## src/rtl/refsq_pkg.sv

```systemverilog
package refsq_pkg;

   typedef enum logic [2:0] {
      ST_IDLE,
      ST_TAKE,
      ST_PRE,
      ST_WRP,
      ST_REF,
      ST_WRFC
   } seq_state_e;

   typedef struct packed {
      logic cs_n;
      logic ras_n;
      logic cas_n;
      logic we_n;
      logic a10;
   } cmd_bus_t;

   localparam cmd_bus_t CMD_NOP = '{cs_n: 1'b0, ras_n: 1'b1, cas_n: 1'b1, we_n: 1'b1, a10: 1'b0};
   localparam cmd_bus_t CMD_PREA = '{cs_n: 1'b0, ras_n: 1'b0, cas_n: 1'b1, we_n: 1'b0, a10: 1'b1};
   localparam cmd_bus_t CMD_REF = '{cs_n: 1'b0, ras_n: 1'b0, cas_n: 1'b0, we_n: 1'b1, a10: 1'b0};

   function automatic cmd_bus_t encode_cmd(seq_state_e st);
      case (st)
         ST_PRE:  return CMD_PREA;
         ST_REF:  return CMD_REF;
         default: return CMD_NOP;
      endcase
   endfunction

endpackage

```

## src/rtl/refsq_interval.sv

```systemverilog
module refsq_interval #(
   parameter int unsigned REF_INT_CYC = 976,
   parameter int unsigned HOT_SHIFT   = 1
) (
   input  logic clk_i,
   input  logic rst_ni,
   input  logic hot_i,
   output logic tick_o
);
   localparam int unsigned CW      = $clog2(REF_INT_CYC + 1);
   localparam int unsigned HOT_INT = REF_INT_CYC >> HOT_SHIFT;
   localparam logic [CW-1:0] LAST_NORM = CW'(REF_INT_CYC - 1);
   localparam logic [CW-1:0] LAST_HOT  = CW'(HOT_INT - 1);

   logic [CW-1:0] cnt_q;
   logic [CW-1:0] last_w;

   assign last_w = hot_i ? LAST_HOT : LAST_NORM;
   // A counter already past a newly shortened limit wraps at once.
   assign tick_o = (cnt_q >= last_w);

   always_ff @(posedge clk_i or negedge rst_ni) begin
      if (!rst_ni) begin
         cnt_q <= '0;
      end else if (tick_o) begin
         cnt_q <= '0;
      end else begin
         cnt_q <= cnt_q + 1'b1;
      end
   end
endmodule

```

## src/rtl/refsq_debt.sv

```systemverilog
module refsq_debt #(
   parameter int unsigned MAX_POSTPONE = 8
) (
   input  logic clk_i,
   input  logic rst_ni,
   input  logic tick_i,
   input  logic ref_i,
   output logic owed_o,
   output logic forced_o
);
   localparam int unsigned CAP = 2 * MAX_POSTPONE;
   localparam int unsigned DW  = $clog2(CAP + 1);
   localparam logic [DW-1:0] CAP_V   = DW'(CAP);
   localparam logic [DW-1:0] FORCE_V = DW'(MAX_POSTPONE);

   logic [DW-1:0] debt_q;

   always_ff @(posedge clk_i or negedge rst_ni) begin
      if (!rst_ni) begin
         debt_q <= '0;
      end else begin
         case ({tick_i, ref_i})
            2'b10:   if (debt_q != CAP_V) debt_q <= debt_q + 1'b1;
            2'b01:   if (debt_q != '0) debt_q <= debt_q - 1'b1;
            default: debt_q <= debt_q;
         endcase
      end
   end

   assign owed_o   = (debt_q != '0);
   assign forced_o = (debt_q >= FORCE_V);
endmodule

```

## src/rtl/refsq_fsm.sv

```systemverilog
module refsq_fsm
   import refsq_pkg::*;
#(
   parameter int unsigned T_RP_CYC  = 2,
   parameter int unsigned T_RFC_CYC = 16
) (
   input  logic       clk_i,
   input  logic       rst_ni,
   input  logic       owed_i,
   input  logic       forced_i,
   input  logic       main_req_i,
   input  logic       banks_idle_i,
   output seq_state_e state_o,
   output logic       ref_o
);
   localparam int unsigned WAIT_MAX = (T_RP_CYC > T_RFC_CYC) ? T_RP_CYC : T_RFC_CYC;
   localparam int unsigned WW       = $clog2(WAIT_MAX + 1);
   localparam logic [WW-1:0] RP_LOAD  = WW'(T_RP_CYC - 2);
   localparam logic [WW-1:0] RFC_LOAD = WW'(T_RFC_CYC - 2);

   seq_state_e    state_q, state_d;
   logic [WW-1:0] wait_q;
   logic          go_w;

   assign go_w = owed_i && (!main_req_i || forced_i);

   always_comb begin
      state_d = state_q;
      case (state_q)
         ST_IDLE: if (go_w) state_d = ST_TAKE;
         ST_TAKE: state_d = banks_idle_i ? ST_REF : ST_PRE;
         ST_PRE:  state_d = ST_WRP;
         ST_WRP:  if (wait_q == '0) state_d = ST_REF;
         ST_REF:  state_d = ST_WRFC;
         ST_WRFC: if (wait_q == '0) state_d = go_w ? ST_REF : ST_IDLE;
         default: state_d = ST_IDLE;
      endcase
   end

   always_ff @(posedge clk_i or negedge rst_ni) begin
      if (!rst_ni) begin
         state_q <= ST_IDLE;
         wait_q  <= '0;
      end else begin
         state_q <= state_d;
         if (state_q == ST_PRE) begin
            wait_q <= RP_LOAD;
         end else if (state_q == ST_REF) begin
            wait_q <= RFC_LOAD;
         end else if (wait_q != '0) begin
            wait_q <= wait_q - 1'b1;
         end
      end
   end

   assign state_o = state_q;
   assign ref_o   = (state_q == ST_REF);
endmodule

```

## src/rtl/refsq_cmd_out.sv

```systemverilog
module refsq_cmd_out
   import refsq_pkg::*;
#(
   parameter bit REG_CMD = 1'b0
) (
   input  logic       clk_i,
   input  logic       rst_ni,
   input  seq_state_e state_i,
   output cmd_bus_t   cmd_o,
   output logic       gnt_o,
   output logic       busy_o
);
   cmd_bus_t cmd_w;
   logic     gnt_w;

   assign cmd_w = encode_cmd(state_i);
   assign gnt_w = (state_i == ST_IDLE);

   generate
      if (REG_CMD) begin : g_reg
         cmd_bus_t cmd_q;
         logic     gnt_q;
         always_ff @(posedge clk_i or negedge rst_ni) begin
            if (!rst_ni) begin
               cmd_q <= CMD_NOP;
               gnt_q <= 1'b1;
            end else begin
               cmd_q <= cmd_w;
               gnt_q <= gnt_w;
            end
         end
         assign cmd_o  = cmd_q;
         assign gnt_o  = gnt_q;
         assign busy_o = !gnt_q;
      end else begin : g_comb
         assign cmd_o  = cmd_w;
         assign gnt_o  = gnt_w;
         assign busy_o = !gnt_w;
      end
   endgenerate
endmodule

```

## src/rtl/ddr2_refresh_sequencer.sv

```systemverilog
module ddr2_refresh_sequencer
   import refsq_pkg::*;
#(
   parameter int unsigned REF_INT_CYC  = 976,
   parameter int unsigned HOT_SHIFT    = 1,
   parameter int unsigned T_RP_CYC     = 2,
   parameter int unsigned T_RFC_CYC    = 16,
   parameter int unsigned MAX_POSTPONE = 8,
   parameter bit          REG_CMD      = 1'b0
) (
   input  logic clk_i,
   input  logic rst_ni,
   input  logic hot_i,
   input  logic banks_idle_i,
   input  logic main_req_i,
   output logic main_gnt_o,
   output logic busy_o,
   output logic cs_n_o,
   output logic ras_n_o,
   output logic cas_n_o,
   output logic we_n_o,
   output logic a10_o,
   output logic cke_o
);
   localparam int unsigned HOT_INT = REF_INT_CYC >> HOT_SHIFT;

   initial begin
      assert (T_RP_CYC >= 2) else $error("T_RP_CYC must be at least 2");
      assert (T_RFC_CYC >= 2) else $error("T_RFC_CYC must be at least 2");
      assert (MAX_POSTPONE >= 1) else $error("MAX_POSTPONE must be at least 1");
      assert (HOT_INT > T_RP_CYC + T_RFC_CYC + 4)
         else $error("derated interval too short for one refresh sequence");
   end

   logic       tick_w, owed_w, forced_w, ref_w;
   seq_state_e state_w;
   cmd_bus_t   cmd_w;

   refsq_interval #(.REF_INT_CYC(REF_INT_CYC), .HOT_SHIFT(HOT_SHIFT)) u_int (
      .clk_i (clk_i), .rst_ni(rst_ni), .hot_i(hot_i), .tick_o(tick_w)
   );

   refsq_debt #(.MAX_POSTPONE(MAX_POSTPONE)) u_debt (
      .clk_i (clk_i), .rst_ni(rst_ni), .tick_i(tick_w), .ref_i(ref_w),
      .owed_o(owed_w), .forced_o(forced_w)
   );

   refsq_fsm #(.T_RP_CYC(T_RP_CYC), .T_RFC_CYC(T_RFC_CYC)) u_fsm (
      .clk_i       (clk_i),
      .rst_ni      (rst_ni),
      .owed_i      (owed_w),
      .forced_i    (forced_w),
      .main_req_i  (main_req_i),
      .banks_idle_i(banks_idle_i),
      .state_o     (state_w),
      .ref_o       (ref_w)
   );

   refsq_cmd_out #(.REG_CMD(REG_CMD)) u_out (
      .clk_i (clk_i), .rst_ni(rst_ni), .state_i(state_w),
      .cmd_o (cmd_w), .gnt_o(main_gnt_o), .busy_o(busy_o)
   );

   assign cs_n_o  = cmd_w.cs_n;
   assign ras_n_o = cmd_w.ras_n;
   assign cas_n_o = cmd_w.cas_n;
   assign we_n_o  = cmd_w.we_n;
   assign a10_o   = cmd_w.a10;
   assign cke_o   = 1'b1;
endmodule

```

## config.mk

```make
export PLATFORM = sky130hd
export DESIGN_NAME = ddr2_refresh_sequencer
export DESIGN_NICKNAME = d
export VERILOG_FILES = /design/src/rtl/refsq_pkg.sv /design/src/rtl/refsq_interval.sv /design/src/rtl/refsq_debt.sv /design/src/rtl/refsq_fsm.sv /design/src/rtl/refsq_cmd_out.sv /design/src/rtl/ddr2_refresh_sequencer.sv
export SDC_FILE = /design/constraint.sdc
export NUM_CORES = 1
export LEC_CHECK = 0
export ABC_AREA = 1
export BUFFER_PORTS_ARGS = -buffer_cell sky130_fd_sc_hd__buf_2
export CAP_MARGIN = 20
export CORE_MARGIN = 1.5
export CORE_UTILIZATION = 52
export DETAILED_ROUTE_END_ITERATION = 12
export PLACE_DENSITY_LB_ADDON = 0.1
export SYNTH_ARGS = -nofsm -noshare
export SYNTH_HDL_FRONTEND = slang
export SYNTH_SLANG_ARGS = --single-unit
```

## constraint.sdc

```tcl
create_clock -name clk_i -period 6.4 [get_ports clk_i]
set_input_delay 0.64 -clock clk_i [delete_from_list [all_inputs] [get_ports clk_i]]
set_output_delay 0.64 -clock clk_i [all_outputs]
set_load 0.05 [all_outputs]
```

==> impl_metrics.ini, run 1 <==
[placement]
placed_cell_area_um2 = 1610
gp_congestion = 0.898
place_ws_ps = 3210
dp_hpwl_mm = 2.03
io_buffers = 10

[finish]
layout_commonest_cell = nand2_1
fillCellCount = 259
diodes = 0
final_area_um2 = 1640
drive_above_1_share_pct = 14.7
layout.nets = 228
area_delta_synth_final_pct = 6.06
mostFrequentLayoutCells = nand2_1 (51), inv_1 (26), dfrtp_1 (23), nor2_1 (18), nand3_1 (15)

[timing]
final_min_period_over_clock_period_pct = 44.3
slew_violations = 0
hold_viol = 0
setup_tns_ps = 0
tightestPinTransition_ps = 520
fin_worst_skew_ps = 5.05
setup_viol = 0
hold_ws_ps = 287
rsz0062_at_grt = false
timing.fmax_ghz = 0.353
fin_ws_ps = 3570
slew_headroom_pct = 65.3
min_period_ps = 2830

[die]
dieArea_um2 = 3310
start_util_pct = 55.6
pin_count = 13
rows = 19
fp.dieW_um = 57.6
core_um2 = 2780
die_h_um = 57.6

[routing]
routed_wl_mm = 2.66
drt_iter0_drc = 49
wl_per_cell_um = 11.0
vias = 1239
drcViolationCount = 0
dr.pass1.iters = 4
drtAntennaViolNets = 0
drt-vias-per-instance = 5.12

[setup_path]
crit_path_end = u_debt.debt_q[4]
cp_data_arrival_time_ps = 3050
cp_max_fo = 11
required_ps = 6610
worstSetupStartpoint = hot_i
timing.rr.end = u_debt.debt_q[4]
worst-setup-path-type = input port to flop
crit_path_end_kind = flop
startpoint_type = input port
timing.rr.start = u_int.cnt_q[5]
ff2ff_setup_slack_ps = 3580
worstRegToRegCells = 19

[power]
ir_drop_v = 0.000390
switchingPower_uw = 411
pwr-share-seq_pct = 34.3
combPwrFrac_pct = 57.4
swShare_pct = 50.6
clkPwrFrac_pct = 8.3
leakagePower_uw = 0.000881
p_per_area_nw_per_um2 = 494
internal-power_uw = 400

[logic_synthesis]
synthXorXnorAreaFrac_pct = 4.53
synth_edf_count = 0
ys_seq_area_share_pct = 37.2
syn_inst = 200
synth_top_family_by_area = simple AND/OR/NAND/NOR gates
synth_fa_ha_area_share_pct = 8.89
yosys_register_bits = 23
yosysUniqueCellTypes = 32
syn_avg_cell_area_um2 = 7.74
syn_nets = 216
ys_warn_count = 0
ys_async_sr_fraction_pct = 100
synth_area_leaders = dfrtp_1 (37%), nand2_1 (12%), ha_1 (8.9%), inv_1 (6.3%), nand3_1 (4.9%)
yosys.area.top_type = dfrtp_1
ys.flop_type = dfrtp_1
yosysTopAreaCellShare_pct = 37.2
synthSimpleGateAreaFrac_pct = 31.7
synth.cell_area_um2 = 1550
synth.area.mux_share_pct = 0
synth_compound_area_share_pct = 8.57

[cts]
cts_buffer_depth = 2
cts_buffers = 3
clk_pin_slew_ps = 130
cts_root_buffer = clkbuf_4
cts_hold_buf = 0
htree_levels = 1
ctsResizeCount = 0
cts_setup_buffers = 0
clkLatencyLatePin_ps = 310
cts.sinks = 23
cts_tree = yes

[global_routing]
grtUsageTotal_pct = 18.8
grt_pass1_wl_mm = 4.90
antenna_found_initial = 0
grt.overflow.total = 0
grt_max_degree = 24
grt_pass1_vias = 1180

[worst_hold_path]
min_path_type = input port to async pin

[flow_run]
cap_violations = 0

[status]
status = complete, no violations
-- per-stage QoR --
step / cells / total power [µW] / utilization, %
floorplan: 200 / 659 / -
global placement: 238 / 735 / 58.0
detailed placement: 238 / 746 / 58.0
CTS: 242 / 819 / 59.0
global route: 242 / 902 / 59.0
finish: 242 / 811 / 59.0
-- worst max-delay path, stage by stage --
cell	delay, ps
buf_2	110
inv_1	40
ha_1	310
a21oi_1	140
nand2_1	60
nand2_1	50
nand3_1	310
inv_1	220
ha_1	290
inv_1	100
nand2_1	70
nand2_1	60
ha_1	170
inv_1	50
nand2_1	70
nand3_1	110
nand2_1	60
nand2_1	50
nand2_1	40
nand2_1	50
nand2_1	50
-- Yosys cell counts (all sizes together) (2+ instances only) --
cell type  instances
nand3             15
inv               29
a21oi              7
o21ai             11
nand2             56
nor2              22
conb               2
xor2               6
ha                11
buf                3
dfrtp             23
nand3b             3
nor3b              2
xnor2              2
nor3               3
-- sequential cells by signal, summed over array words and instances (netlist names) --
register and cells:
u_fsm.wait_q 5, u_int.cnt_q 10, u_debt.debt_q 5, u_fsm.state_o 3
-- worst min path at each step --
stage / start / to / cells past startpoint
4_1_cts: rst_ni / u_int.cnt_q[7] / 1
3_3_place_gp: u_fsm.wait_q[0] / u_fsm.wait_q[0] / 1
3_5_place_dp: u_fsm.wait_q[0] / u_fsm.wait_q[0] / 1
5_1_grt: rst_ni / u_int.cnt_q[7] / 1
6_report: rst_ni / u_int.cnt_q[5] / 1
2_1_floorplan: rst_ni / u_debt.debt_q[0] / 0
-- area by class of cell --
type / instances / area [µm²] / area share (%)
Clock buffer: 3 / 22.5 / 1.37
Clock inverter: 1 / 5.00 / 0.305
Inverter: 29 / 111 / 6.78
Multi-Input combinational cell: 145 / 838 / 51.1
Sequential cell: 23 / 576 / 35.1
Tap cell: 31 / 38.8 / 2.36
Timing Repair Buffer: 10 / 50.0 / 3.05
-- power by group through the flow --
stage	registers [µW]	logic, µW	clock network [µW]
6_report	278	466	67.1
5_1_grt	289	536	76.8
4_1_cts	277	471	70.4
3_5_place_dp	280	466	0
3_3_place_gp	278	457	0
2_1_floorplan	265	394	0
-- kinds of logic (layout without fill, tap and decap cells) --
group,count (synthesis),in the layout
and+or+nand+nor,102,102
buffers and inverters,32,43
DFF,23,23
AOI/OAI and AO/OA,22,22
adders and majority gates,11,11
xor gates and xnor gates,8,8
other,2,2
-- per-layer routing --
metal	vias up	GRT usage, %	share of wire [%]
met2	16	32.6	48
met5	-	0	0
met4	0	5.98	1.4
met1	565	24.0	48
met3	4	2.72	2.8
li1	654	-	-
(Power assumes the default switching activity.)
==> run 2, diff against run 1 <==
==> constraint.sdc (replaced) <==
create_clock -name clk_i -period 2.6 [get_ports clk_i]
set_input_delay 0.26 -clock clk_i [delete_from_list [all_inputs] [get_ports clk_i]]
set_output_delay 0.26 -clock clk_i [all_outputs]
set_load 0.05 [all_outputs]
==> run 2 against run 1 <==
  * Final cell count is 1.2% higher
  * Clock power grew to 2.5 times the previous value
  * Sequential share of layout area down 0.78 points
  * Total power increased to 2.5 times the previous value
  * Sequential power grew 150%
  * Die area unchanged
  * Via count is 1.9% higher
  * Routed wire length grew 7.3%
  * Combinational power grew to 2.5 times the previous value
==> impl_metrics.ini, run 2 (synthesized netlist as in run 1, its figures left out) <==
[placement]
dp_cells = 239
io_buffers = 10
placed_cell_area_um2 = 1620
gp_congestion = 0.938
dp_hpwl_mm = 2.12

[cts]
cts_buffers = 3
clkLatencyLatePin_ps = 310
clk_pin_slew_ps = 130
cts_root_buffer = clkbuf_4
cts.sinks = 23
cts_buffer_depth = 2
cts_tree = yes
htree_levels = 1

[routing]
m1WireLength_mm = 1.35
drcViolationCount = 0
wl_per_cell_um = 11.6
met3_length_um = 73
routed_wl_mm = 2.85
dr_wl_met2_mm = 1.41
top_layer = met4
drt-vias-per-instance = 5.16
dr.pass1.iters = 4
drt_iter0_drc = 34
vias = 1263
drtAntennaViolNets = 0

[status]
status = complete, no violations

[global_routing]
grt_pass1_wl_mm = 4.91
grt_max_degree = 24
grt.overflow.total = 0
grt_pass1_vias = 1196
antenna_found_initial = 0
grtUsageTotal_pct = 18.6

[timing]
setup_tns_ps = 0
tightestPinTransition_ps = 513
hold_viol = 0
fin_worst_skew_ps = 5.83
hold_ws_ps = 293
final_min_period_over_clock_period_pct = 91.0
setup_viol = 0
rsz0062_at_grt = false
min_period_ps = 2370
timing.fmax_ghz = 0.423
slew_headroom_pct = 65.8
slew_violations = 0

[finish]
layout.nets = 231
final_area_um2 = 1680
mostFrequentLayoutCells = nand2_1 (51), inv_1 (25), dfrtp_1 (23), nor2_1 (18), nand3_1 (15)
diodes = 0
area_delta_synth_final_pct = 8.49
reg_top3 = u_int.cnt_q: 10 flops, u_debt.debt_q: 5 flops, u_fsm.wait_q: 5 flops
instances_no_fill = 245
layout_commonest_cell = nand2_1
drive_above_1_share_pct = 16.4
largest_reg_flops = 10
regMostFlops = u_int.cnt_q

[power]
ir_drop_v = 0.000865
leakagePower_uw = 0.000896
fin_total_pwr_uw = 2030
p_per_area_nw_per_um2 = 1210

[setup_path]
cp_max_fo = 10
cp_data_arrival_time_ps = 2590
worst-setup-path-type = flop to flop
startpoint_type = flop
required_ps = 2820
crit_path_end_kind = flop

[die]
dieArea_um2 = 3310
fp.dieW_um = 57.6
die_h_um = 57.6
core_um2 = 2780
pin_count = 13
rows = 19
start_util_pct = 55.6

[worst_hold_path]
min_path_type = input port to flop

[flow_run]
cap_violations = 0
[run 2: cell count changes in the layout (fill, tap and decap cells not counted)]
| cell | delta |
|---|---|
| inv_1 | -1 |
| ha_4 | +1 |
| ha_1 | -1 |
| dlygate4sd3_1 | +1 |
| inv_2 | +1 |
| buf_4 | +2 |
[run 2: layout make-up]
type | instances | area, µm²
fillers | 261 | 1100
clock inverters | 1 | 5.00
multi-input cells | 145 | 851
repair buffers | 13 | 75.1
clock buffers | 3 | 22.5
well taps | 31 | 38.8
flip-flops and latches | 23 | 576
inverters | 29 | 111
[run 2: routing by layer]
| metal | up-vias | track usage [%] |
|---|---|---|
| met5 | - | 0 |
| met4 | 0 | 7.31 |
| met3 | 2 | 2.04 |
| met2 | 17 | 32.0 |
| met1 | 588 | 23.9 |
| li1 | 656 | - |
[run 2: path summary, 6_finish.rpt]
| kind | start | end | slack [ps] | cells past startpoint |
|---|---|---|---|---|
| worst max-delay path | u_int.cnt_q[5] | u_debt.debt_q[3] | 230 | 13 |
| worst min-delay path | banks_idle_i | u_fsm.state_o[1] | 290 | 3 |
| worst max register to register | u_int.cnt_q[5] | u_debt.debt_q[3] | 230 | 13 |
| worst min register to register | u_fsm.wait_q[0] | u_fsm.wait_q[0] | 500 | 1 |
| max in group asynchronous | rst_ni | u_int.cnt_q[7] | 1820 | 2 |
| min in group asynchronous | rst_ni | u_int.cnt_q[9] | 430 | 2 |
[run 2: report_power, final]
part	leakage [µW]	switching [µW]	total (µW)	internal [µW]
Sequential	0.000287	171	683	512
Combinational	0.000591	747	1180	434
Clock	0.0000177	112	170	57.5
Total	0.000896	1030	2030	1000
[run 2: worst max-delay path, stage by stage (launching register included)]
cell     delay, ps
dfrtp_1        430
ha_1           320
a21oi_1        150
nand2_1         60
nand2_1         50
nand3_1        100
buf_4          190
ha_1           200
nand2_1         60
o21ai_0        110
a21oi_2        360
inv_1          120
nand2_1         80
nand2_1         50
[run 2: what timing repair did]
action                                  4_1_cts  5_1_grt
hold endpoints to repair                     23        0
buffers inserted                              0        1
endpoints found under the setup margin        0        2
gates resized for setup                       0        3
hold buffers                                  1        0
[run 2: per-stage QoR]
| stage | setup WS, ps | util [%] |
|---|---|---|
| floorplan | 388 | - |
| global placement | 253 | 58.3 |
| detailed placement | 169 | 58.3 |
| CTS | 149 | 59.6 |
| global route | 30.2 | 60.4 |
| finish | 234 | 60.4 |
